--- src/rtl/crtc_ovr_pkg.sv ---
// Shared constants and types for the CRTC timing override unit.
// Assumes eight-byte override banks with a fixed byte meaning per offset.
package crtc_ovr_pkg;
    localparam int OVR_BYTES = 8;
    localparam int BYTE_W    = 8;
    localparam int VERT_W    = 7;
    localparam int SCAN_W    = 5;

    localparam int OFS_HTOTAL = 0;
    localparam int OFS_HSYNC  = 1;
    localparam int OFS_VSYNC  = 2;
    localparam int OFS_SWIDTH = 3;
    localparam int OFS_VTOTAL = 4;
    localparam int OFS_VADJ   = 5;
    localparam int OFS_MAXSCN = 6;
    localparam int OFS_CTRL   = 7;

    localparam int CTRL_CUR_LSB  = 0;
    localparam int CTRL_CUR_W    = 4;
    localparam int CTRL_RSC_LSB  = 5;
    localparam int CTRL_ENDONLY  = 7;

    typedef enum logic [1:0] {
        RESCAN_NONE    = 2'd0,
        RESCAN_ALT     = 2'd1,
        RESCAN_ALT_VAR = 2'd2,
        RESCAN_EVERY   = 2'd3
    } rescan_e;
endpackage

--- src/rtl/crtc_ovr_bank_sel.sv ---
// Picks the text or graphics override bank and splits it into bytes.
// Assumes both banks are stable register outputs; purely combinational.
module crtc_ovr_bank_sel #(
    parameter int NBYTES = 8,
    parameter int BW     = 8
) (
    input  logic                       gfx_mode,
    input  logic [NBYTES*BW-1:0]       text_bank,
    input  logic [NBYTES*BW-1:0]       gfx_bank,
    output logic [NBYTES-1:0][BW-1:0]  sel_bytes
);
    // One two-way mux per override byte.
    for (genvar k = 0; k < NBYTES; k++) begin : g_byte
        assign sel_bytes[k] = gfx_mode ? gfx_bank[k*BW +: BW]
                                       : text_bank[k*BW +: BW];
    end
endmodule

--- src/rtl/crtc_ovr_field.sv ---
// Merges one override byte into one base timing field.
// ADD=1: base plus byte, wrapping at the field width; ADD=0: low bits replace.
// Assumes W <= BW. With en low the base value passes unchanged.
module crtc_ovr_field #(
    parameter int W   = 8,
    parameter int BW  = 8,
    parameter bit ADD = 1'b0
) (
    input  logic          en,
    input  logic [W-1:0]  base,
    input  logic [BW-1:0] ovr,
    output logic [W-1:0]  eff
);
    logic [W-1:0] merged;

    if (ADD) begin : g_add
        // Wrapping sum; truncation to W keeps the mod-256 result's low bits.
        assign merged = base + ovr[W-1:0];
    end else begin : g_rep
        // Straight replacement by the low bits of the override byte.
        assign merged = ovr[W-1:0];
    end

    if (W < BW) begin : g_pad
        logic unused_hi;
        assign unused_hi = &{1'b0, ovr[BW-1:W]};
    end

    // Bypass selection.
    assign eff = en ? merged : base;
endmodule

--- src/rtl/crtc_rescan_decode.sv ---
// Decodes the line re-scan selector from the control override byte.
// Assumes the selector sits in bits 6:5; reports no re-scan when disabled.
module crtc_rescan_decode
    import crtc_ovr_pkg::*;
(
    input  logic       en,
    input  logic [1:0] sel,
    output logic [1:0] mode
);
    rescan_e dec;

    // Map the raw field onto the named re-scan variants.
    always_comb begin
        dec = RESCAN_NONE;
        if (en) begin
            case (sel)
                2'd1:    dec = RESCAN_ALT;
                2'd2:    dec = RESCAN_ALT_VAR;
                2'd3:    dec = RESCAN_EVERY;
                default: dec = RESCAN_NONE;
            endcase
        end
    end

    assign mode = dec;
endmodule

--- src/rtl/crtc_timing_override.sv ---
// CRTC timing override unit: applies the active mode's override bank to the
// base 6845-style timing fields and decodes the line re-scan selector.
// Assumes registered inputs; outputs are combinational. clk and rst_n only
// clock the embedded property checks.
module crtc_timing_override
    import crtc_ovr_pkg::*;
#(
    parameter int NUM_OVR = OVR_BYTES,
    parameter int DATA_W  = BYTE_W,
    parameter int V_W     = VERT_W,
    parameter int S_W     = SCAN_W
) (
    input  logic                      clk,
    input  logic                      rst_n,
    input  logic                      ovr_en,
    input  logic                      gfx_mode,
    input  logic [DATA_W-1:0]         base_htotal,
    input  logic [DATA_W-1:0]         base_hsync_pos,
    input  logic [DATA_W-1:0]         base_sync_width,
    input  logic [V_W-1:0]            base_vtotal,
    input  logic [S_W-1:0]            base_vadjust,
    input  logic [V_W-1:0]            base_vsync_pos,
    input  logic [S_W-1:0]            base_max_scan,
    input  logic [S_W-1:0]            base_cur_start,
    input  logic [S_W-1:0]            base_cur_end,
    input  logic [NUM_OVR*DATA_W-1:0] text_bank,
    input  logic [NUM_OVR*DATA_W-1:0] gfx_bank,
    output logic [DATA_W-1:0]         eff_htotal,
    output logic [DATA_W-1:0]         eff_hsync_pos,
    output logic [DATA_W-1:0]         eff_sync_width,
    output logic [V_W-1:0]            eff_vtotal,
    output logic [S_W-1:0]            eff_vadjust,
    output logic [V_W-1:0]            eff_vsync_pos,
    output logic [S_W-1:0]            eff_max_scan,
    output logic [S_W-1:0]            eff_cur_start,
    output logic [S_W-1:0]            eff_cur_end,
    output logic [1:0]                rescan_mode
);
    localparam int CUR_PAD = DATA_W - CTRL_CUR_W;

    logic [NUM_OVR-1:0][DATA_W-1:0] ob;
    logic [DATA_W-1:0]              cur_adj;
    logic                           start_en;
    logic                           unused_ctrl;

    crtc_ovr_bank_sel #(.NBYTES(NUM_OVR), .BW(DATA_W)) i_bank (
        .gfx_mode (gfx_mode),
        .text_bank(text_bank),
        .gfx_bank (gfx_bank),
        .sel_bytes(ob)
    );

    // Cursor adjustment amount and its scope (end only, or start and end).
    assign cur_adj     = {{CUR_PAD{1'b0}}, ob[OFS_CTRL][CTRL_CUR_LSB +: CTRL_CUR_W]};
    assign start_en    = ovr_en & ~ob[OFS_CTRL][CTRL_ENDONLY];
    assign unused_ctrl = &{1'b0, ob[OFS_CTRL][4]};

    crtc_ovr_field #(.W(DATA_W), .BW(DATA_W), .ADD(1'b0)) i_htot (
        .en(ovr_en), .base(base_htotal), .ovr(ob[OFS_HTOTAL]), .eff(eff_htotal));
    crtc_ovr_field #(.W(DATA_W), .BW(DATA_W), .ADD(1'b1)) i_hsyn (
        .en(ovr_en), .base(base_hsync_pos), .ovr(ob[OFS_HSYNC]), .eff(eff_hsync_pos));
    crtc_ovr_field #(.W(DATA_W), .BW(DATA_W), .ADD(1'b0)) i_swid (
        .en(ovr_en), .base(base_sync_width), .ovr(ob[OFS_SWIDTH]), .eff(eff_sync_width));
    crtc_ovr_field #(.W(V_W), .BW(DATA_W), .ADD(1'b0)) i_vtot (
        .en(ovr_en), .base(base_vtotal), .ovr(ob[OFS_VTOTAL]), .eff(eff_vtotal));
    crtc_ovr_field #(.W(S_W), .BW(DATA_W), .ADD(1'b0)) i_vadj (
        .en(ovr_en), .base(base_vadjust), .ovr(ob[OFS_VADJ]), .eff(eff_vadjust));
    crtc_ovr_field #(.W(V_W), .BW(DATA_W), .ADD(1'b1)) i_vsyn (
        .en(ovr_en), .base(base_vsync_pos), .ovr(ob[OFS_VSYNC]), .eff(eff_vsync_pos));
    crtc_ovr_field #(.W(S_W), .BW(DATA_W), .ADD(1'b0)) i_mscn (
        .en(ovr_en), .base(base_max_scan), .ovr(ob[OFS_MAXSCN]), .eff(eff_max_scan));
    crtc_ovr_field #(.W(S_W), .BW(DATA_W), .ADD(1'b1)) i_cst (
        .en(start_en), .base(base_cur_start), .ovr(cur_adj), .eff(eff_cur_start));
    crtc_ovr_field #(.W(S_W), .BW(DATA_W), .ADD(1'b1)) i_cend (
        .en(ovr_en), .base(base_cur_end), .ovr(cur_adj), .eff(eff_cur_end));

    crtc_rescan_decode i_rsc (
        .en  (ovr_en),
        .sel (ob[OFS_CTRL][CTRL_RSC_LSB +: 2]),
        .mode(rescan_mode)
    );

    // Bypass leaves every timing field at its base value.
    assert_bypass_R1: assert property (@(posedge clk) disable iff (!rst_n)
        !ovr_en |-> (eff_htotal == base_htotal && eff_hsync_pos == base_hsync_pos
                     && eff_vsync_pos == base_vsync_pos && eff_cur_start == base_cur_start
                     && eff_cur_end == base_cur_end && rescan_mode == 2'd0));

    // Graphics mode takes the horizontal total from the graphics bank.
    assert_gfx_bank_R2: assert property (@(posedge clk) disable iff (!rst_n)
        (ovr_en && gfx_mode) |-> eff_htotal == gfx_bank[OFS_HTOTAL*DATA_W +: DATA_W]);

    // Text mode takes the sync width from the text bank.
    assert_text_width_R3: assert property (@(posedge clk) disable iff (!rst_n)
        (ovr_en && !gfx_mode) |-> eff_sync_width == text_bank[OFS_SWIDTH*DATA_W +: DATA_W]);

    // Horizontal sync offset wraps modulo 256.
    assert_hsync_wrap_R4: assert property (@(posedge clk) disable iff (!rst_n)
        ovr_en |-> (eff_hsync_pos - base_hsync_pos) ==
            (gfx_mode ? gfx_bank[OFS_HSYNC*DATA_W +: DATA_W]
                      : text_bank[OFS_HSYNC*DATA_W +: DATA_W]));

    // End-only scope keeps the cursor start at its base.
    assert_cursor_scope_R8: assert property (@(posedge clk) disable iff (!rst_n)
        (ovr_en && (gfx_mode ? gfx_bank[OFS_CTRL*DATA_W + CTRL_ENDONLY]
                             : text_bank[OFS_CTRL*DATA_W + CTRL_ENDONLY]))
        |-> eff_cur_start == base_cur_start);

    // No hidden state: unchanged inputs give unchanged outputs.
    assert_no_state_R9: assert property (@(posedge clk) disable iff (!rst_n)
        ($stable(ovr_en) && $stable(gfx_mode) && $stable(text_bank) && $stable(gfx_bank)
         && $stable(base_hsync_pos) && $stable(base_vsync_pos))
        |-> ($stable(eff_hsync_pos) && $stable(eff_vsync_pos) && $stable(rescan_mode)));
endmodule

--- config.mk ---
export PLATFORM = sky130hd
export DESIGN_NAME = crtc_timing_override
export DESIGN_NICKNAME = d
export VERILOG_FILES = /design/src/rtl/crtc_ovr_pkg.sv /design/src/rtl/crtc_ovr_bank_sel.sv /design/src/rtl/crtc_ovr_field.sv /design/src/rtl/crtc_rescan_decode.sv /design/src/rtl/crtc_timing_override.sv
export SDC_FILE = /design/constraint.sdc
export NUM_CORES = 1
export LEC_CHECK = 0
export BUFFER_PORTS_ARGS = -buffer_cell sky130_fd_sc_hd__buf_4
export CORE_AREA = 2 2 97 99
export DETAILED_ROUTE_END_ITERATION = 16
export DIE_AREA = 0 0 99 101
export GPL_TIMING_DRIVEN = 0
export PLACE_DENSITY_LB_ADDON = 0.08
export SLEW_MARGIN = 15
export SYNTH_ARGS = -nofsm -noshare
export SYNTH_HDL_FRONTEND = slang
export SYNTH_SLANG_ARGS = --single-unit
export TNS_END_PERCENT = 20
--- constraint.sdc ---
create_clock -name vclk -period 3.59
set_clock_uncertainty 0.2 [all_clocks]
set_input_delay 0.359 -clock vclk [all_inputs]
set_output_delay 0.359 -clock vclk [all_outputs]
set_load 0.03 [all_outputs]
# After elaboration in Yosys (flattened, before gate mapping)

Index checks and enable logic that the tools add are counted.

Add/sub/neg operators: 4
Equality and inequality tests: 3
Mux-type cells: 19
Bitwise operators: 2

Operators by type and width:

| cell                                                 | number |
|---|---|
| two-way mux 8 bit                                    | 7 |
| two-way mux 5 bit                                    | 6 |
| two-way mux 7 bit                                    | 4 |
| adder 5 x 4 -> 5 bit                                 | 2 |
| adder 8 bit                                          | 1 |
| adder 7 bit                                          | 1 |
| one-hot mux 2 bit (3 select lines)                   | 1 |
| equality test 2 bit (second input constant)          | 2 |
| equality test 2 x 1 -> 1 bit (second input constant) | 1 |
| two-way mux 2 bit                                    | 1 |
| bitwise AND 1 bit                                    | 1 |
| inverter 1 bit                                       | 1 |

Bits in registers: 0
Input port bits: 190
Word-level logic and storage cells: 28

# Longest topological paths before layout

Gate-level depths: netlist (run 1).

Word-level depth: 4
Gate-level depth with buffers: 11
Mapped depth without buffers: 9

# Hierarchy

Synthesis (run 1) repeated with hierarchy kept, for this count alone.

Cell total of the unflattened synthesis: 270
Area, all modules: 2907.8 µm²

By module, submodules not included:

| module                       | times used | cells an instance | area each (µm²) | seq. area each (µm²) |
|---|---|---|---|---|
| crtc_ovr_bank_sel            | 1          | 71                | 1077.3          | 0.0 |
| crtc_ovr_field at i_cend ... | 2          | 31                | 256.5           | 0.0 |
| crtc_ovr_field at i_hsyn     | 1          | 57                | 445.4           | 0.0 |
| crtc_ovr_field at i_vsyn     | 1          | 40                | 350.3           | 0.0 |
| crtc_ovr_field at i_htot ... | 2          | 9                 | 131.4           | 0.0 |
| crtc_ovr_field at i_vtot     | 1          | 8                 | 116.4           | 0.0 |
| crtc_ovr_field at i_mscn ... | 2          | 5                 | 56.3            | 0.0 |
| crtc_timing_override         | 1          | 2                 | 17.5            | 0.0 |
| crtc_rescan_decode           | 1          | 2                 | 12.5            | 0.0 |

# Worst setup path before layout (run 1)

No wires, ideal clock.

Path type: input-to-output
Start point: input port gfx_mode
End point: output port eff_hsync_pos[7]
Data arrival time: 2.832 ns
Data required time: 3.031 ns
Path slack: 0.199 ns
Stages: 9
Path buffers: 2
Cells stage by stage: buf_4 buf_2 mux2_2 ha_1 o21ai_0 o31ai_1 a21oi_1 xnor2_1 o31ai_1

Longest elaborated chain between the ends: 3

Ends and longest elaborated chain:

| element            | line                       | source |
|---|---|---|
| start: declaration | crtc_timing_override.sv:16 | `input logic gfx_mode,` |
| two-way mux 8 bit  | crtc_ovr_bank_sel.sv:14    | `assign sel_bytes[k] = gfx_mode ? gfx_bank[k*BW +: BW]` |
| adder 8 bit        | crtc_ovr_field.sv:18       | `assign merged = base + ovr[W-1:0];` |
| two-way mux 8 bit  | crtc_ovr_field.sv:30       | `assign eff = en ? merged : base;` |
| end: declaration   | crtc_timing_override.sv:29 | `output logic [DATA_W-1:0] eff_hsync_pos,` |

Every way passes these cells.

# Final worst setup path (run 1)

Start point: input port gfx_mode
End point: output port eff_vsync_pos[6]

Longest elaborated chain between the ends: 3

Ends and longest elaborated chain:

| element           | line                       | source |
|---|---|---|
| two-way mux 7 bit | crtc_ovr_bank_sel.sv:14    |  |
| adder 7 bit       | crtc_ovr_field.sv:18       |  |
| two-way mux 7 bit | crtc_ovr_field.sv:30       |  |
| end: declaration  | crtc_timing_override.sv:33 | `output logic [V_W-1:0] eff_vsync_pos,` |

Every way passes these cells.

==> PnR_summary.wiki, run 1 <==
{| class="wikitable"
! Metric !! Value
|-
| Leakage component of the power || 2.040 nW
|-
| # IOs || 250
|-
| Max-slew headroom || 63.55%
|-
| Class of the most critical setup path || input port to primary output
|-
| Chip Width || 99 um
|-
| Sequential share of the synthesized area || 0%
|-
| Largest fanout on the critical path || 10
|-
| Origin of the worst min-delay path || base_cur_start[4]
|-
| Layout cells sized above 1 || 52.77%
|-
| Filler instances || 952
|-
| Antenna fix cells || 0
|-
| Mapped Nets || 493
|-
| Highest-count cells in the layout ignoring fill and taps || sky130_fd_sc_hd__buf_4, sky130_fd_sc_hd__a21oi_1, sky130_fd_sc_hd__mux2i_1
|-
| DR vias || 2866
|-
| Gate count after technology mapping || 278
|-
| Most common cell after layout, fill and taps aside || sky130_fd_sc_hd__buf_4
|-
| Number of placement rows || 35
|-
| Final critical-path share of the clock period || 94.46%
|-
| CP Data Required Time || 3030 ps
|-
| Crit path DAT || 2830 ps
|-
| Worst setup EP type || primary output
|-
| Final WS setup || 199.0 ps
|-
| Height of the die || 101 um
|-
| RSZ-0062 raised after global routing || no
|-
| Number of iterations in the first detailed-routing pass || 4
|-
| First-iteration detailed-routing DRC count || 60
|-
| Cell area after placement || 3882 um^2
|-
| Number of setup violations in the final report || 0
|-
| Avg Cell Area, Syn || 7.309 um^2
|-
| Number of flip-flops and latches || 0
|-
| Final critical delay including setup and external delays || 3391 ps
|-
| Final global-route overflow total || 0
|-
| Type of the tightest min-delay check || input port to primary output
|-
| Area inside the core boundary || 8977 um^2
|-
| Post-layout total power || 0.7324 mW
|-
| Final nets || 723
|-
| Setup fix buffers added after clock tree synthesis || 0
|-
| Synth Warn # || 0
|-
| Tightest Pin Transition || 546.8 ps
|-
| Placed wire-length estimate after detailed placement || 8222 um
|-
| Sum of routed wire length over all layers || 9595 um
|-
| Number of global-route vias before repair || 2837
|-
| All-layer global routing usage || 17.62%
|-
| Number of clock-tree buffers in the layout || 0
|-
| Number of buffers inserted by port buffering || 228
|-
| Beginning of the critical path || gfx_mode
|-
| Via count normalized by instance count || 4.645
|-
| Number of routed nets with antenna violations || 0
|-
| DRC violation count after routing || 0
|-
| Kind of start point of the critical path || input port
|-
| Post-synthesis to final-layout area growth || 91.44%
|-
| Peak Freq || 0.2949 GHz
|-
| Pin count of the biggest net entering global routing || 11
|-
| Routability cong. || 0.7893
|-
| Antenna violations before repair || 0
|-
| Power density over cell area || 188.3 nW/um^2
|-
| Count of cell types in the netlist || 34
|-
| Worst voltage drop across the vdd grid || 82.10 uV
|-
| Final Hold Violating Endpoints || 0
|-
| Summed area of non-filler cells in the final layout || 3890 um^2
|-
| Avg WL per Cell || 15.55 um
|-
| Result of the run || completed
|-
| Count of pins over their slew limit || 0
|-
| Sequential cell area || 0 um^2
|-
| Die outline area || 9999 um^2
|-
| Pre-CTS worst setup slack || 20.62 ps
|-
| TNS Setup || 0 ps
|-
| Syn Std Cell Area || 2032 um^2
|-
| Starting density of the core || 22.63%
|-
| First-pass GRT wire length || 14410 um
|-
| Count of maximum capacitance violations || 0
|}
[cells in the mapped netlist, drive strengths merged]
master,instances,share of area [%]
clkbuf,6,1.1
and3,1,0.31
fa,4,3.9
xor2,4,1.7
xnor2,10,4.3
nor4,3,0.92
a41oi,1,0.43
o21a,2,0.74
nor2b,3,0.92
o21ai,13,3.2
a21oi,45,11
nor2,40,7.4
o21bai,2,0.74
ha,21,13
mux2i,42,21
o31ai,2,0.74
mux2,27,15
inv,13,2.4
nand4,3,0.92
and4,1,0.43
o2bb2ai,1,0.43
a22oi,1,0.37
nand3,1,0.25
a31oi,1,0.31
or4,1,0.37
a211oi,4,1.7
a21o,4,1.5
o31a,1,0.49
buf,11,2.6
nand2,10,1.8
[worst max-delay path: stages]
cell and delay, ps:
sky130_fd_sc_hd__buf_4 170, sky130_fd_sc_hd__clkbuf_4 270, sky130_fd_sc_hd__mux2_2 360, sky130_fd_sc_hd__ha_1 210, sky130_fd_sc_hd__fa_1 440, sky130_fd_sc_hd__a211oi_2 280
sky130_fd_sc_hd__nor2_1 90, sky130_fd_sc_hd__nand4_1 100, sky130_fd_sc_hd__and4_1 240, sky130_fd_sc_hd__xnor2_1 130, sky130_fd_sc_hd__buf_4 170
[layout make-up]
type | count | area, um^2 | area share, %
multi-input cells | 248 | 1912 | 49.15
repair buffers | 228 | 1712 | 44.00
well taps | 111 | 138.9 | 3.570
plain buffers | 17 | 78.83 | 2.026
inverters | 13 | 48.80 | 1.254
[where the power goes]
part | internal (mW) | switching (mW)
combinational | 0.354 | 0.378
sequential | 0 | 0
clock | 0 | 0
[final timing paths]
| check | end | slack (ps) | cells past startpoint |
|---|---|---|---|
| max | eff_vsync_pos[6] | 200 | 11 |
| min | eff_cur_start[4] | 810 | 3 |
[repair_timing]
action | in CTS | in global routing
setup endpoints to repair | 0 | 1
hold buffers | 0 | 0
endpoints found under the hold margin | 0 | 0
resized for setup | 0 | 2
[cells by family after synthesis]
family	Yosys count	share of synthesized area [%]
compound gates	77	21.74
mux	69	35.84
simple gates	63	13.36
buf+inv	30	6.158
fa+ha+maj	25	16.87
xor+xnor	14	6.034
[metal layers]
metal	GRT usage, %	wire (um)	part of all wire, %
met2	33.26	4978	52
met4	0.5269	36	0.38
met3	2.635	761	7.9
met1	22.24	3818	40
met5	0	0	0
[stage by stage]
step	hold slack (ps)	cells	util (%)
global route	826.7	617	43.33
detailed placement	816.2	617	43.25
finish	814.5	617	43.33
CTS	816.3	617	43.25
global placement	812.1	617	43.25
floorplan	694.2	278	-
Power figures use the tool's default switching activity.
==> run 2: changes to the inputs <==
--- a/config.mk
+++ b/config.mk
@@ -5,14 +5,15 @@
 export SDC_FILE = /design/constraint.sdc
 export NUM_CORES = 1
 export LEC_CHECK = 0
-export BUFFER_PORTS_ARGS = -buffer_cell sky130_fd_sc_hd__buf_4
-export CORE_AREA = 2 2 97 99
+export BUFFER_PORTS_ARGS = -buffer_cell sky130_fd_sc_hd__buf_2
+export CORE_AREA = 2 2 98 100
 export DETAILED_ROUTE_END_ITERATION = 16
-export DIE_AREA = 0 0 99 101
+export DIE_AREA = 0 0 100 102
 export GPL_TIMING_DRIVEN = 0
 export PLACE_DENSITY_LB_ADDON = 0.08
 export SLEW_MARGIN = 15
 export SYNTH_ARGS = -nofsm -noshare
 export SYNTH_HDL_FRONTEND = slang
+export SYNTH_HIERARCHICAL = 1
 export SYNTH_SLANG_ARGS = --single-unit
 export TNS_END_PERCENT = 20
==> run 2 against run 1 <==
Against the previous run:
- synthesized cell count is 6.1% lower
- non-clock buffer count decreased by 2
- wire length shrank 11%
- largest power group unchanged
- power increased by 2.5%
==> PnR_summary.wiki, run 2 <==
{| class="wikitable"
! Metric !! Value
|-
| Die outline area || 10200 um^2 (was 9999 um^2)
|-
| Placed wire-length estimate after detailed placement || 7593 um (was 8222 um)
|-
| Gate count after technology mapping || 261 (was 278)
|-
| Pin count of the biggest net entering global routing || 22 (was 11)
|-
| Synth Warn # || 6 (was 0)
|-
| Count of maximum capacitance violations || 0 (unchanged)
|-
| CP Data Required Time || 3030 ps (about the same)
|-
| Final critical-path share of the clock period || 88.04% (was 94.46%)
|-
| Number of routed nets with antenna violations || 0 (unchanged)
|-
| Avg Cell Area, Syn || 10.65 um^2 (was 7.309 um^2)
|-
| Fraction of power consumed by combinational cells || 100.0% (about the same)
|-
| Most common cell after layout, fill and taps aside || sky130_fd_sc_hd__buf_2 (was sky130_fd_sc_hd__buf_4)
|-
| Routability cong. || 0.7511 (was 0.7893)
|-
| Chip Width || 100 um (was 99 um)
|-
| Power dissipated by switching net loads || 0.3878 mW (was 0.3782 mW)
|-
| Cell area after placement || 4091 um^2 (was 3882 um^2)
|-
| Final global-route overflow total || 0 (unchanged)
|-
| Internal power || 0.3628 mW (was 0.3542 mW)
|-
| Fraction of power spent switching nets || 51.67% (was 51.64%)
|-
| Number of global-route vias before repair || 2818 (was 2837)
|-
| Layout cells sized above 1 || 71.03% (was 52.77%)
|-
| Clock share of power || 0% (about the same)
|-
| Worst voltage drop across the vdd grid || 70.75 uV (was 82.10 uV)
|-
| Worst setup EP type || primary output (unchanged)
|-
| Tightest Pin Transition || 505.5 ps (was 546.8 ps)
|-
| Number of flip-flops and latches || 0 (unchanged)
|-
| DRC violation count after routing || 0 (unchanged)
|-
| Largest fanout on the critical path || 10 (unchanged)
|-
| Kind of start point of the critical path || input port (unchanged)
|-
| First-iteration detailed-routing DRC count || 19 (was 60)
|-
| Via count normalized by instance count || 4.755 (was 4.645)
|-
| Number of setup violations in the final report || 0 (unchanged)
|-
| Class of the most critical setup path || input port to primary output (unchanged)
|-
| TNS Setup || 0 ps (unchanged)
|-
| Sequential cell area || 0 um^2 (unchanged)
|-
| Height of the die || 102 um (was 101 um)
|-
| Post-synthesis to final-layout area growth || 47.16% (was 91.44%)
|-
| Final critical delay including setup and external delays || 3161 ps (was 3391 ps)
|-
| DR vias || 2891 (was 2866)
|-
| Final nets || 714 (was 723)
|-
| Number of clock-tree buffers in the layout || 0 (unchanged)
|-
| Number of buffers inserted by port buffering || 229 (was 228)
|-
| Highest-count cells in the layout ignoring fill and taps || sky130_fd_sc_hd__buf_2, sky130_fd_sc_hd__mux2_4, sky130_fd_sc_hd__mux2_2, sky130_fd_sc_hd__ha_1, sky130_fd_sc_hd__inv_1 (was sky130_fd_sc_hd__buf_4, sky130_fd_sc_hd__a21oi_1, sky130_fd_sc_hd__mux2i_1)
|-
| Max-slew headroom || 66.30% (was 63.55%)
|-
| Starting density of the core || 30.52% (was 22.63%)
|-
| Setup fix buffers added after clock tree synthesis || 0 (unchanged)
|-
| Antenna fix cells || 0 (unchanged)
|-
| Crit path DAT || 2600 ps (was 2830 ps)
|-
| Number of placement rows || 35 (unchanged)
|-
| Post-layout util || 44.92% (was 43.33%)
|-
| Pre-CTS worst setup slack || 404.4 ps (was 20.62 ps)
|-
| Power density over cell area || 183.5 nW/um^2 (was 188.3 nW/um^2)
|-
| Hold-fix buffer count after cts || 0 (unchanged)
|-
| Area inside the core boundary || 9109 um^2 (was 8977 um^2)
|-
| Count of pins over their slew limit || 0 (unchanged)
|-
| All-layer global routing usage || 15.10% (was 17.62%)
|-
| First-pass GRT wire length || 13000 um (was 14410 um)
|-
| # IOs || 250 (unchanged)
|-
| Final Hold Violating Endpoints || 0 (unchanged)
|-
| Avg WL per Cell || 14.07 um (was 15.55 um)
|-
| Post-cts gate resize count || 0 (unchanged)
|-
| Number of iterations in the first detailed-routing pass || 4 (unchanged)
|-
| Reg power frac || 0% (about the same)
|-
| Post-Route Hold Slack || 831.0 ps (was 814.5 ps)
|-
| Final WS setup || 429.3 ps (was 199.0 ps)
|-
| Antenna violations before repair || 0 (unchanged)
|-
| Syn Std Cell Area || 2780 um^2 (was 2032 um^2)
|-
| RSZ-0062 raised after global routing || no (unchanged)
|-
| Leakage component of the power || 2.267 nW (was 2.040 nW)
|-
| Peak Freq || 0.3164 GHz (was 0.2949 GHz)
|-
| Sum of routed wire length over all layers || 8555 um (was 9595 um)
|-
| Type of the tightest min-delay check || input port to primary output (unchanged)
|-
| Summed area of non-filler cells in the final layout || 4091 um^2 (was 3890 um^2)
|-
| Result of the run || completed (unchanged)
|}
==> run 2: power by group through the flow <==
stage          Clock, mW  Combinational (mW)  Sequential (mW)
2_1_floorplan          0               0.537                0
3_3_place_gp           0               0.749                0
3_5_place_dp           0               0.756                0
4_1_cts                0               0.759                0
5_1_grt                0               0.812                0
6_report               0               0.751                0
==> run 2: final cells by class <==
class / count / area [um^2]
multi-input combinational: 239 / 2552
buffer: 14 / 197.7
fill: 928 / 5017
inverter: 15 / 56.30
timing repair buffer: 229 / 1146
tap: 111 / 138.9
==> run 2: path summary, 6_finish.rpt <==
kind / start / to / slack, ps / cells past startpoint
worst max-delay path: gfx_mode / eff_vsync_pos[6] / 430 / 10
worst min-delay path: base_vsync_pos[6] / eff_vsync_pos[6] / 830 / 3
==> run 2: through the flow <==
step                      power, mW  instances
final                        0.7507        608
after global routing         0.8123        608
after CTS                    0.7591        608
after detailed placement     0.7563        608
after global placement       0.7494        608
after floorplan              0.5375        268
==> run 2: layer usage <==
layer  vias to the layer above  global-route usage, %  part of all wire, %
li1                       1469                      -                    -
met1                      1298                  18.67                   40
met2                       122                  29.73                   52
met3                         2                  1.573                  7.4
met4                         0                 0.4215                 0.37
met5                         -                      0                    0
==> run 2: critical path, cell delays in order <==
cell and delay, ps:
sky130_fd_sc_hd__buf_6 160, sky130_fd_sc_hd__buf_12 170, sky130_fd_sc_hd__mux2_4 300, sky130_fd_sc_hd__ha_1 220, sky130_fd_sc_hd__fa_1 450, sky130_fd_sc_hd__a211oi_2 270
sky130_fd_sc_hd__nor3_1 110, sky130_fd_sc_hd__a211oi_2 200, sky130_fd_sc_hd__xnor2_1 140, sky130_fd_sc_hd__buf_2 210
==> run 3: changes to the inputs <==
--- a/config.mk
+++ b/config.mk
@@ -11,6 +11,7 @@
 export DIE_AREA = 0 0 100 102
 export GPL_TIMING_DRIVEN = 0
 export PLACE_DENSITY_LB_ADDON = 0.08
+export RECOVER_POWER = 100
 export SLEW_MARGIN = 15
 export SYNTH_ARGS = -nofsm -noshare
 export SYNTH_HDL_FRONTEND = slang
==> run 3 against run 2 <==
Against the previous run:
- largest cell class unchanged
- first-iteration DRC count decreased by 5.3%
- via count increased by 0.31%
- critical path depth unchanged
- die area unchanged
- combinational power decreased by 3.9%
- final cell count unchanged
- non-clock buffer count unchanged
- global-route usage unchanged
- wire length decreased by 0.23%
- clock-buffer cell count unchanged
- highest routed layer unchanged
==> PnR_summary.wiki, run 3 (synthesis gave the netlist of run 2 again) <==
{| class="wikitable"
! Metric !! Value
|-
| Number of cells on the critical path || 10 (unchanged)
|-
| Non-filler instance count after layout || 608 (unchanged)
|-
| Starting density of the core || 30.52% (unchanged)
|-
| Number of placement rows || 35 (unchanged)
|-
| First-pass GRT wire length || 13000 um (unchanged)
|-
| Layout cells sized above 1 || 59.56% (was 71.03%)
|-
| Area inside the core boundary || 9109 um^2 (unchanged)
|-
| Total instance count after detailed placement || 608 (unchanged)
|-
| DR vias || 2900 (was 2891)
|-
| Pre-CTS worst setup slack || 404.4 ps (unchanged)
|-
| Via count normalized by instance count || 4.770 (was 4.755)
|-
| Crit path DAT || 2700 ps (was 2600 ps)
|-
| Post-synthesis to final-layout area growth || 42.39% (was 47.16%)
|-
| Max stage delay cell, worst path || sky130_fd_sc_hd__fa_1 (unchanged)
|-
| Power density over cell area || 182.3 nW/um^2 (was 183.5 nW/um^2)
|-
| Die outline area || 10200 um^2 (unchanged)
|-
| Number of buffers inserted by port buffering || 229 (unchanged)
|-
| Class of the most critical setup path || input port to primary output (unchanged)
|-
| Antenna fix cells || 0 (unchanged)
|-
| Crit path largest cell delay || 440 ps (was 450 ps)
|-
| Avg WL per Cell || 14.04 um (was 14.07 um)
|-
| Number of clock-tree buffers in the layout || 0 (unchanged)
|-
| Leakage component of the power || 2.091 nW (was 2.267 nW)
|-
| Cell family with most CP delay || adder cells (unchanged)
|-
| Chip Width || 100 um (unchanged)
|-
| Post-cts gate resize count || 0 (unchanged)
|-
| Number of routed nets with antenna violations || 0 (unchanged)
|-
| Sequential cell area || 0 um^2 (unchanged)
|-
| Final nets || 714 (unchanged)
|-
| Final WS setup || 332.2 ps (was 429.3 ps)
|-
| Peak Freq || 0.3070 GHz (was 0.3164 GHz)
|-
| Final global-route overflow total || 0 (unchanged)
|-
| Count of maximum capacitance violations || 0 (unchanged)
|-
| Setup fix buffers added after clock tree synthesis || 0 (unchanged)
|-
| CP endpoint || eff_vsync_pos[6] (unchanged)
|-
| Max-slew headroom || 28.67% (was 66.30%)
|-
| Most common cell after layout, fill and taps aside || sky130_fd_sc_hd__buf_2 (unchanged)
|-
| TNS Setup || 0 ps (unchanged)
|-
| # IOs || 250 (unchanged)
|-
| Highest-count cells in the layout ignoring fill and taps || sky130_fd_sc_hd__buf_2, sky130_fd_sc_hd__mux2_4, sky130_fd_sc_hd__clkbuf_1 (was sky130_fd_sc_hd__buf_2, sky130_fd_sc_hd__mux2_4, sky130_fd_sc_hd__mux2_2, sky130_fd_sc_hd__ha_1, sky130_fd_sc_hd__inv_1)
|-
| Pin count of the biggest net entering global routing || 22 (unchanged)
|-
| All-layer global routing usage || 15.10% (unchanged)
|-
| Final critical delay including setup and external delays || 3258 ps (was 3161 ps)
|-
| Routability cong. || 0.7511 (unchanged)
|-
| Tightest Pin Transition || 1070 ps (was 505.5 ps)
|-
| Beginning of the critical path || gfx_mode (unchanged)
|-
| Number of setup violations in the final report || 0 (unchanged)
|-
| DRC violation count after routing || 0 (unchanged)
|-
| Number of global-route vias before repair || 2818 (unchanged)
|-
| Worst voltage drop across the vdd grid || 70.70 uV (was 70.75 uV)
|-
| Critical Path, Cell by Cell || buf_6 > buf_12 > mux2_4 > ha_1 > fa_1 > a211oi_1 > nor3_1 > a211oi_2 > xnor2_1 > buf_2 (was buf_6 > buf_12 > mux2_4 > ha_1 > fa_1 > a211oi_2 > nor3_1 > a211oi_2 > xnor2_1 > buf_2)
|-
| Final Hold Violating Endpoints || 0 (unchanged)
|-
| Post-layout total power || 0.7217 mW (was 0.7507 mW)
|-
| Number of flip-flops and latches || 0 (unchanged)
|-
| Result of the run || completed (unchanged)
|-
| Sum of routed wire length over all layers || 8535 um (was 8555 um)
|-
| Hold-fix buffer count after cts || 0 (unchanged)
|-
| Kind of start point of the critical path || input port (unchanged)
|-
| Largest fanout on the critical path || 10 (unchanged)
|-
| Combined buffer and inverter count along the critical path || 3 (unchanged)
|-
| Type of the tightest min-delay check || input port to primary output (unchanged)
|-
| Worst setup EP type || primary output (unchanged)
|-
| Antenna violations before repair || 0 (unchanged)
|-
| Number of stages on the worst hold path || 3 (unchanged)
|-
| Final critical-path share of the clock period || 90.75% (was 88.04%)
|-
| Post-layout util || 43.46% (was 44.92%)
|-
| Count of pins over their slew limit || 0 (unchanged)
|-
| Number of iterations in the first detailed-routing pass || 4 (unchanged)
|-
| First-iteration detailed-routing DRC count || 18 (was 19)
|-
| Filler instances || 959 (was 928)
|-
| CP Data Required Time || 3030 ps (about the same)
|-
| Placed wire-length estimate after detailed placement || 7593 um (unchanged)
|-
| Area taken by multi-input logic gates || 2509 um^2 (was 2552 um^2)
|-
| RSZ-0062 raised after global routing || no (unchanged)
|-
| Height of the die || 102 um (unchanged)
|}
[run 3: cell count changes in the layout (fill, tap and decap cells not counted), sizes merged]
cell	previous run	this run
buf	243	196
clkbuf	0	47
[run 3: worst min path at each step]
stage	from	to
after global routing	base_vsync_pos[6]	eff_vsync_pos[6]
after floorplan	base_cur_end[3]	eff_cur_end[3]
final	base_vsync_pos[6]	eff_vsync_pos[6]
after detailed placement	base_vsync_pos[6]	eff_vsync_pos[6]
after global placement	base_vsync_pos[6]	eff_vsync_pos[6]
after CTS	base_vsync_pos[6]	eff_vsync_pos[6]
[run 3: metrics by stage]
stage          area, um^2  hold slack [ps]
2_1_floorplan        2806            699.4
3_3_place_gp         4091            830.1
3_5_place_dp         4091            832.5
4_1_cts              4091            834.1
5_1_grt              3959            844.0
6_report             3959            830.9
[run 3: power breakdown]
group	switching [mW]	internal, mW	total [mW]
sequential	0	0	0
clock	0	0	0
combinational	0.386	0.336	0.722
[run 3: metal layers]
layer  routed length, um  track usage [%]
met1                3432            18.67
met2                4473            29.73
met3                 596            1.573
met4                  32           0.4215
met5                   0                0
[run 3: layout make-up]
| type | instances | area share (%) |
|---|---|---|
| well taps | 111 | 3.508 |
| repair buffers | 229 | 27.72 |
| inverters | 15 | 1.422 |
| plain buffers | 14 | 3.982 |
| multi-input cells | 239 | 63.37 |
